File: config.mk
export PLATFORM = sky130hd
export DESIGN_NAME = prio_intc
export DESIGN_NICKNAME = d
export VERILOG_FILES = /design/src/rtl/irqc_pkg.sv /design/src/rtl/irqc_regs.sv /design/src/rtl/irqc_arbiter.sv /design/src/rtl/prio_intc.sv
export SDC_FILE = /design/constraint.sdc
export NUM_CORES = 2
export LEC_CHECK = 0
export ABC_AREA = 1
export BUFFER_PORTS_ARGS = -buffer_cell sky130_fd_sc_hd__buf_4
export CAP_MARGIN = 40
export CORE_MARGIN = 3
export CORE_UTILIZATION = 35
export CTS_CLUSTER_DIAMETER = 120
export DETAILED_ROUTE_END_ITERATION = 16
export GPL_ROUTABILITY_DRIVEN = 0
export SYNTH_ARGS = -nofsm -noshare
export SYNTH_HDL_FRONTEND = slang
export SYNTH_SLANG_ARGS = --single-unit
File: constraint.sdc
create_clock -name clk -period 11.73 [get_ports clk]
set_input_delay 1.173 -clock clk [delete_from_list [all_inputs] [get_ports clk]]
set_output_delay 1.173 -clock clk [all_outputs]
set_load 0.01 [all_outputs]
File: src/rtl/irqc_pkg.sv
// Package: shared constants of the prioritized interrupt controller.
// Assumes exactly 64 sources and a 32-bit register bus with byte offsets.
package irqc_pkg;
    localparam int NSRC     = 64;
    localparam int DATA_W   = 32;
    localparam int IDX_W    = $clog2(NSRC);
    localparam int VEC_W    = 8;
    localparam int VEC_BASE = 64;
    localparam int VEC_SPUR = 24;

    localparam logic [7:0] OFS_PEND_HI  = 8'h00;
    localparam logic [7:0] OFS_PEND_LO  = 8'h04;
    localparam logic [7:0] OFS_MASK_HI  = 8'h08;
    localparam logic [7:0] OFS_MASK_LO  = 8'h0C;
    localparam logic [7:0] OFS_FORCE_HI = 8'h10;
    localparam logic [7:0] OFS_FORCE_LO = 8'h14;
    localparam logic [7:0] OFS_VECTOR   = 8'hE0;
    localparam logic [1:0] LVL_WINDOW   = 2'b01;   // offsets 0x40..0x7F
endpackage

File: src/rtl/irqc_regs.sv
// Module: register file and bus decode of the interrupt controller.
// Holds pending (sampled request lines), mask, force and per-source levels.
// Assumes the caller passes only the low 8 address bits; reads are
// combinational, and a write to an unmapped offset flags a one-cycle error.
module irqc_regs
    import irqc_pkg::*;
#(
    parameter int LVL_W = 8
) (
    input  logic                       clk,
    input  logic                       rst_n,
    input  logic [NSRC-1:0]            req,
    input  logic [7:0]                 off,
    input  logic                       wr_en,
    input  logic                       rd_en,
    input  logic [DATA_W-1:0]          wdata,
    input  logic [VEC_W-1:0]           vec_q,
    output logic [DATA_W-1:0]          rdata,
    output logic                       err,
    output logic [NSRC-1:0]            pend,
    output logic [NSRC-1:0]            mask,
    output logic [NSRC-1:0]            force_q,
    output logic [NSRC-1:0][LVL_W-1:0] lvl
);
    localparam int HALF = DATA_W;

    logic             in_lvl;
    logic             mapped;
    logic [IDX_W-1:0] lidx;

    // Purpose: classify the offset into level window and mapped registers.
    always_comb begin
        in_lvl = (off[7:6] == LVL_WINDOW);
        lidx   = off[IDX_W-1:0];
        mapped = in_lvl || (off == OFS_PEND_HI) || (off == OFS_PEND_LO)
              || (off == OFS_MASK_HI) || (off == OFS_MASK_LO)
              || (off == OFS_FORCE_HI) || (off == OFS_FORCE_LO);
    end

    // Purpose: sample requests and apply bus writes to mask, force and levels.
    always_ff @(posedge clk) begin
        if (!rst_n) begin
            pend    <= '0;
            mask    <= '1;
            force_q <= '0;
            lvl     <= '0;
        end else begin
            pend <= req;
            if (wr_en) begin
                if (in_lvl) begin
                    lvl[lidx] <= wdata[LVL_W-1:0];
                end
                case (off)
                    OFS_MASK_HI:  mask[2*HALF-1:HALF]    <= wdata;
                    OFS_MASK_LO:  mask[HALF-1:0]         <= wdata;
                    OFS_FORCE_HI: force_q[2*HALF-1:HALF] <= wdata;
                    OFS_FORCE_LO: force_q[HALF-1:0]      <= wdata;
                    default: ;
                endcase
            end
        end
    end

    // Purpose: one-cycle error pulse for writes that hit no register.
    always_ff @(posedge clk) begin
        if (!rst_n) err <= 1'b0;
        else        err <= wr_en && !mapped;
    end

    // Purpose: combinational read multiplexer, zero when not reading.
    always_comb begin
        rdata = '0;
        if (rd_en) begin
            if (in_lvl) begin
                rdata = DATA_W'(lvl[lidx]);
            end else begin
                case (off)
                    OFS_PEND_HI:  rdata = pend[2*HALF-1:HALF];
                    OFS_PEND_LO:  rdata = pend[HALF-1:0];
                    OFS_MASK_HI:  rdata = mask[2*HALF-1:HALF];
                    OFS_MASK_LO:  rdata = mask[HALF-1:0];
                    OFS_FORCE_HI: rdata = force_q[2*HALF-1:HALF];
                    OFS_FORCE_LO: rdata = force_q[HALF-1:0];
                    OFS_VECTOR:   rdata = DATA_W'(vec_q);
                    default:      rdata = '0;
                endcase
            end
        end
    end
endmodule

File: src/rtl/irqc_arbiter.sv
// Module: combinational priority tree over all sources.
// Picks the active source with the largest level; on equal levels the
// higher index wins. Assumes NSRC is a power of two (heap-ordered tree).
module irqc_arbiter
    import irqc_pkg::*;
#(
    parameter int LVL_W = 8
) (
    input  logic [NSRC-1:0]            act,
    input  logic [NSRC-1:0][LVL_W-1:0] lvl,
    output logic                       win_vld,
    output logic [LVL_W-1:0]           win_lvl,
    output logic [IDX_W-1:0]           win_idx
);
    localparam int NODES = 2 * NSRC - 1;
    localparam int LEAF0 = NSRC - 1;

    logic             nv [NODES];
    logic [LVL_W-1:0] nl [NODES];
    logic [IDX_W-1:0] ni [NODES];

    // Purpose: leaves carry each source's activity, level and index.
    for (genvar i = 0; i < NSRC; i++) begin : g_leaf
        assign nv[LEAF0+i] = act[i];
        assign nl[LEAF0+i] = lvl[i];
        assign ni[LEAF0+i] = IDX_W'(i);
    end

    // Purpose: each node keeps the right (higher-index) child unless the
    // left child is valid and strictly stronger.
    for (genvar k = 0; k < LEAF0; k++) begin : g_node
        logic take_r;
        assign take_r = nv[2*k+2] && (!nv[2*k+1] || (nl[2*k+2] >= nl[2*k+1]));
        assign nv[k]  = nv[2*k+1] || nv[2*k+2];
        assign nl[k]  = take_r ? nl[2*k+2] : nl[2*k+1];
        assign ni[k]  = take_r ? ni[2*k+2] : ni[2*k+1];
    end

    assign win_vld = nv[0];
    assign win_lvl = nl[0];
    assign win_idx = ni[0];
endmodule

File: src/rtl/prio_intc.sv
// Module: prioritized 64-source interrupt controller, top level.
// Combines the register file and the priority tree, and registers the
// level and vector presented to the processor. Assumes a single clock and
// synchronous active-low reset; only the low 8 address bits are decoded.
module prio_intc
    import irqc_pkg::*;
#(
    parameter int ADDR_W = 12,
    parameter int LVL_W  = 8
) (
    input  logic              clk,
    input  logic              rst_n,
    input  logic [63:0]       irq_req,
    input  logic [ADDR_W-1:0] bus_addr,
    input  logic              bus_wr,
    input  logic              bus_rd,
    input  logic [31:0]       bus_wdata,
    output logic [31:0]       bus_rdata,
    output logic              bus_err,
    output logic [LVL_W-1:0]  irq_level,
    output logic [7:0]        irq_vector
);
    logic [NSRC-1:0]            pend;
    logic [NSRC-1:0]            mask;
    logic [NSRC-1:0]            force_q;
    logic [NSRC-1:0][LVL_W-1:0] lvl;
    logic [NSRC-1:0]            act;
    logic                       win_vld;
    logic [LVL_W-1:0]           win_lvl;
    logic [IDX_W-1:0]           win_idx;
    logic                       unused_addr_hi;

    assign unused_addr_hi = ^bus_addr[ADDR_W-1:8];

    irqc_regs #(.LVL_W(LVL_W)) u_regs (
        .clk     (clk),
        .rst_n   (rst_n),
        .req     (irq_req),
        .off     (bus_addr[7:0]),
        .wr_en   (bus_wr),
        .rd_en   (bus_rd),
        .wdata   (bus_wdata),
        .vec_q   (irq_vector),
        .rdata   (bus_rdata),
        .err     (bus_err),
        .pend    (pend),
        .mask    (mask),
        .force_q (force_q),
        .lvl     (lvl)
    );

    // Purpose: per-source activity = requested, enabled by level, unmasked.
    for (genvar i = 0; i < NSRC; i++) begin : g_act
        assign act[i] = (pend[i] || force_q[i]) && (lvl[i] != '0) && !mask[i];
    end

    irqc_arbiter #(.LVL_W(LVL_W)) u_arb (
        .act     (act),
        .lvl     (lvl),
        .win_vld (win_vld),
        .win_lvl (win_lvl),
        .win_idx (win_idx)
    );

    // Purpose: register the winner's level and vector toward the processor.
    always_ff @(posedge clk) begin
        if (!rst_n) begin
            irq_level  <= '0;
            irq_vector <= VEC_W'(VEC_SPUR);
        end else if (win_vld) begin
            irq_level  <= win_lvl;
            irq_vector <= VEC_W'(VEC_BASE) + VEC_W'(win_idx);
        end else begin
            irq_level  <= '0;
            irq_vector <= VEC_W'(VEC_SPUR);
        end
    end
endmodule

==> impl_metrics.sql <==
INSERT INTO impl_metrics (metric_group, metric, value, unit) VALUES
('sta', 'setup_violations', '0', ''),
('worst_setup_path', 'crit_slowest_cell', 'sky130_fd_sc_hd__o21ai_0', ''),
('floorplan', 'core_area', '0.136', 'mm²'),
('final_layout', 'commonest_non_fill_non_tap_cell_in_the_layout', 'sky130_fd_sc_hd__nand2_1', ''),
('synth', 'synth_nets', '7633', ''),
('routing', 'antenna_left', '0', ''),
('clock_network', 'insertion_delay', '0.72', 'ns'),
('floorplan', 'initial_core_utilization', '35.4', '%'),
('global_route', 'globalRouteOverflowTotal', '0', ''),
('routing', 'drc_errors', '0', ''),
('final_layout', 'layout_common_cells', '1043 x sky130_fd_sc_hd__nand2_1, 977 x sky130_fd_sc_hd__o21ai_0, 796 x sky130_fd_sc_hd__inv_1', ''),
('outcome', 'status', 'completed', ''),
('floorplan', 'floorplan.io_pins', '161', ''),
('global_route', 'grt_start_max_net_pins', '99', ''),
('synth', 'syn-instance-count', '7021', ''),
('synth', 'synth_top_flop_cell', 'sky130_fd_sc_hd__dfxtp_1', ''),
('worst_setup_path', 'cpPeakStageDelay', '0.59', 'ns'),
('final_layout', 'design_area', '0.0563', 'mm²'),
('sta', 'slew_viol_final', '0', ''),
('global_route', 'grt_antenna_before_repair', '14', ''),
('synth', 'yosys_register_bits', '720', ''),
('floorplan', 'design.die.area', '0.142', 'mm²'),
('power_and_ir_drop', 'p_leak', '0.0246', 'µW'),
('sta', 'layout_min_cycle_time', '11.23', 'ns'),
('global_route', 'grt.total_usage', '28.8', '%'),
('floorplan', 'die_y', '377', 'µm'),
('synth', 'ys_seq_area_share', '30.0', '%'),
('sta', 'finalHoldViolCount', '0', ''),
('global_route', 'grt_first_pass_wirelength', '310', 'mm'),
('global_route', 'first_global_vias', '48021', ''),
('clock_network', 'worst_setup_hold_path_clk_slew', '0.06', 'ns'),
('final_layout', 'synthesis_to_layout_area_growth', '17.0', '%'),
('clock_network', 'cts.root.buffer_cell', 'sky130_fd_sc_hd__clkbuf_16', ''),
('clock_network', 'numCtsBuffers', '85', ''),
('floorplan', 'floorplan.rows', '135', ''),
('routing', 'via_count', '53006', ''),
('worst_setup_path', 'maximum_fanout_along_the_worst_path', '19', ''),
('final_layout', 'final_layout_size_suffix_gt1_share', '11.6', '%'),
('power_and_ir_drop', 'power_per_cell_area', '102', 'mW/mm²'),
('routing', 'post_drt_wl_per_cell', '23.5', 'µm'),
('clock_network', 'cts-root-to-sink-buffers', '3', ''),
('placed_design', 'detailed_place_hpwl', '158', 'mm'),
('power_and_ir_drop', 'power.ir.vdd_worst', '0.0000924', 'V'),
('routing', 'initialDrtViolationCount', '6388', ''),
('synth', 'syn_area', '0.0481', 'mm²'),
('synth', 'synth-async-reset-ratio', '0', '%'),
('sta', 'worst_clock_skew', '0.0461', 'ns'),
('routing', 'vias_per_cell', '5.83', ''),
('sta', 'final.period_utilization', '95.8', '%'),
('placed_design', 'placedInstanceArea', '0.0525', 'mm²'),
('placed_design', 'place.port_buffers', '155', ''),
('synth', 'postSynthAreaPerCell', '6.85', 'µm²'),
('synth', 'yosys.cell_types.count', '60', ''),
('sta', 'max_freq', '89.0', 'MHz'),
('worst_setup_path', 'worst_setup_path_end_kind', 'register', ''),
('worst_setup_path', 'critPathMostFrequentCell', 'sky130_fd_sc_hd__nand2_1', ''),
('sta', 'relSlewSlack', '34.8', '%'),
('flow_run', 'maxCapViolCount', '0', ''),
('routing', 'drt_first_pass_iters', '8', ''),
('sta', 'max_slew.worst_pin.slew', '0.966', 'ns'),
('clock_network', 'cts_tree', 'yes', ''),
('final_layout', 'final.fill_count', '13964', ''),
('power_and_ir_drop', 'fin_total_pwr', '5720', 'µW'),
('final_layout', 'nNetsFinal', '7846', ''),
('clock_network', 'cts.sinks', '720', ''),
('floorplan', 'die_w', '377', 'µm'),
('synth', 'synth_edf_count', '0', ''),
('routing', 'route.final.wire_length', '213', 'mm'),
('worst_setup_path', 'critPathRequiredTime', '12.40', 'ns'),
('synth', 'ys_warn_count', '0', ''),
('worst_setup_path', 'arrival', '11.90', 'ns'),
('clock_network', 'cts_htree_levels', '3', ''),
('hold_path', 'hp-class', 'reg -> reg', ''),
('worst_setup_path', 'worst_setup_path_start_kind', 'register', ''),
('worst_setup_path', 'setup.worst_path.class', 'reg -> reg', '');
## registers in the layout, summed over array words and instances, names as in the netlist
signal and cells:
u_regs.lvl 512, u_regs.force_q 64, u_regs.pend 64, u_regs.mask 64, irq_level 8, u_regs.err 1, irq_vector 7
## cell usage after synthesis, types with 6 or more instances
| cell | count | area share (%) |
|---|---|---|
| sky130_fd_sc_hd__o21ai_0 | 1046 | 11 |
| sky130_fd_sc_hd__nand2_2 | 16 | 0.21 |
| sky130_fd_sc_hd__o22ai_1 | 234 | 3.0 |
| sky130_fd_sc_hd__nor4_2 | 9 | 0.23 |
| sky130_fd_sc_hd__o41ai_1 | 50 | 0.91 |
| sky130_fd_sc_hd__nor2_2 | 7 | 0.091 |
| sky130_fd_sc_hd__nand3_1 | 223 | 2.3 |
| sky130_fd_sc_hd__buf_1 | 25 | 0.20 |
| sky130_fd_sc_hd__nor4_1 | 101 | 1.3 |
| sky130_fd_sc_hd__buf_2 | 33 | 0.34 |
| sky130_fd_sc_hd__o211ai_1 | 57 | 0.89 |
| sky130_fd_sc_hd__o21ai_2 | 22 | 0.40 |
| sky130_fd_sc_hd__o21a_1 | 66 | 1.0 |
| sky130_fd_sc_hd__a221oi_1 | 53 | 0.97 |
| sky130_fd_sc_hd__o2111ai_1 | 19 | 0.35 |
| sky130_fd_sc_hd__inv_2 | 29 | 0.23 |
| sky130_fd_sc_hd__inv_1 | 806 | 6.3 |
| sky130_fd_sc_hd__dfxtp_1 | 720 | 30 |
| sky130_fd_sc_hd__nor2_1 | 627 | 4.9 |
| sky130_fd_sc_hd__a41oi_1 | 6 | 0.11 |
| sky130_fd_sc_hd__nor3_1 | 17 | 0.18 |
| sky130_fd_sc_hd__clkbuf_1 | 288 | 2.2 |
| sky130_fd_sc_hd__and2_1 | 42 | 0.55 |
| sky130_fd_sc_hd__nand3b_1 | 6 | 0.094 |
| sky130_fd_sc_hd__o21ai_1 | 70 | 0.73 |
| sky130_fd_sc_hd__a21boi_0 | 21 | 0.33 |
| sky130_fd_sc_hd__nand2_1 | 1059 | 8.3 |
| sky130_fd_sc_hd__a31oi_1 | 20 | 0.26 |
| sky130_fd_sc_hd__a311oi_1 | 6 | 0.11 |
| sky130_fd_sc_hd__ha_1 | 500 | 13 |
| sky130_fd_sc_hd__clkinv_1 | 19 | 0.15 |
| sky130_fd_sc_hd__a21oi_1 | 661 | 6.9 |
| sky130_fd_sc_hd__or2_1 | 10 | 0.13 |
| sky130_fd_sc_hd__nand4_1 | 84 | 1.1 |
## metal layers
layer / up-vias / share of wire [%] / track usage [%]
met5: - / 0.039 / 0
met4: 10 / 6.8 / 17.0
met3: 605 / 12 / 6.90
met2: 3047 / 41 / 42.1
met1: 24666 / 41 / 38.2
li1: 24678 / - / -
## final timing paths
check	slack, ns	from	depth (start not counted)	endpoint
setup / recovery	0.50	u_regs.lvl[349]	62	irq_vector[0]
hold / removal	0.46	u_regs.force_q[22]	2	u_regs.force_q[22]
setup reg to reg	0.50	u_regs.lvl[349]	62	irq_vector[0]
hold reg to reg	0.46	u_regs.force_q[22]	2	u_regs.force_q[22]
## cells by family (layout without fill, tap and decap cells)
group,Yosys count,in the layout,share of synthesized area [%]
other,1,7,0.00780
buffers and inverters,1207,1484,9.60
AO/OA/AOI/OAI,2371,2372,27.6
AND/OR/NAND/NOR,2222,2222,19.8
flip-flops,720,720,30.0
adder cells (fa/ha/maj),500,500,13.0
## report_power, final
group,internal [µW],switching (µW),leakage (µW)
clock network,1630,1200,0.00141
registers,2460,16.1,0.00583
logic,118,300,0.0174
## repair_timing
| item | in CTS | in global routing |
|---|---|---|
| cloned | 0 | 2 |
| gates resized for setup | 5 | 195 |
| endpoints found under the setup margin | 11 | 14 |
| buffers inserted | 0 | 51 |
| pin swaps | 0 | 34 |
| hold buffers | 0 | 0 |
## worst max-delay path, delay by kind of cell, from the launching register on
kind	cells	cell delay (ns)
flip-flops	1	0.39
buffers and inverters	6	0.71
AND/OR/NAND/NOR	25	3.58
adder cells (fa/ha/maj)	5	1.61
AO/OA/AOI/OAI	26	4.81
## per-stage QoR
| step | worst slack [ns] | std cells | utilization [%] | setup TNS (ns) | hold WS [ns] |
|---|---|---|---|---|---|
| after global routing | -0.200 | 9080 | 41.4 | -1.83 | 0.480 |
| after floorplan | 0.581 | 7021 | - | 0 | 0.429 |
| after global placement | -0.146 | 8845 | 38.2 | -1.23 | 0.439 |
| final | 0.497 | 9086 | 41.4 | 0 | 0.459 |
| after CTS | 0.00654 | 9026 | 40.7 | 0 | 0.458 |
| after detailed placement | -0.0972 | 8874 | 38.6 | -0.366 | 0.447 |
## layout make-up
cell class                      instances  area [µm²]  area share (%)
Multi-Input combinational cell       5095       29600            52.5
Sequential cell                       720       14400            25.7
Timing Repair Buffer                  478        3900            6.93
Inverter                              854        3220            5.72
Clock buffer                          112        2360            4.20
Tap cell                             1781        2230            3.96
Clock inverter                         40         547           0.972
Antenna cell                            6        15.0          0.0267
Power figures use the tool's default switching activity.
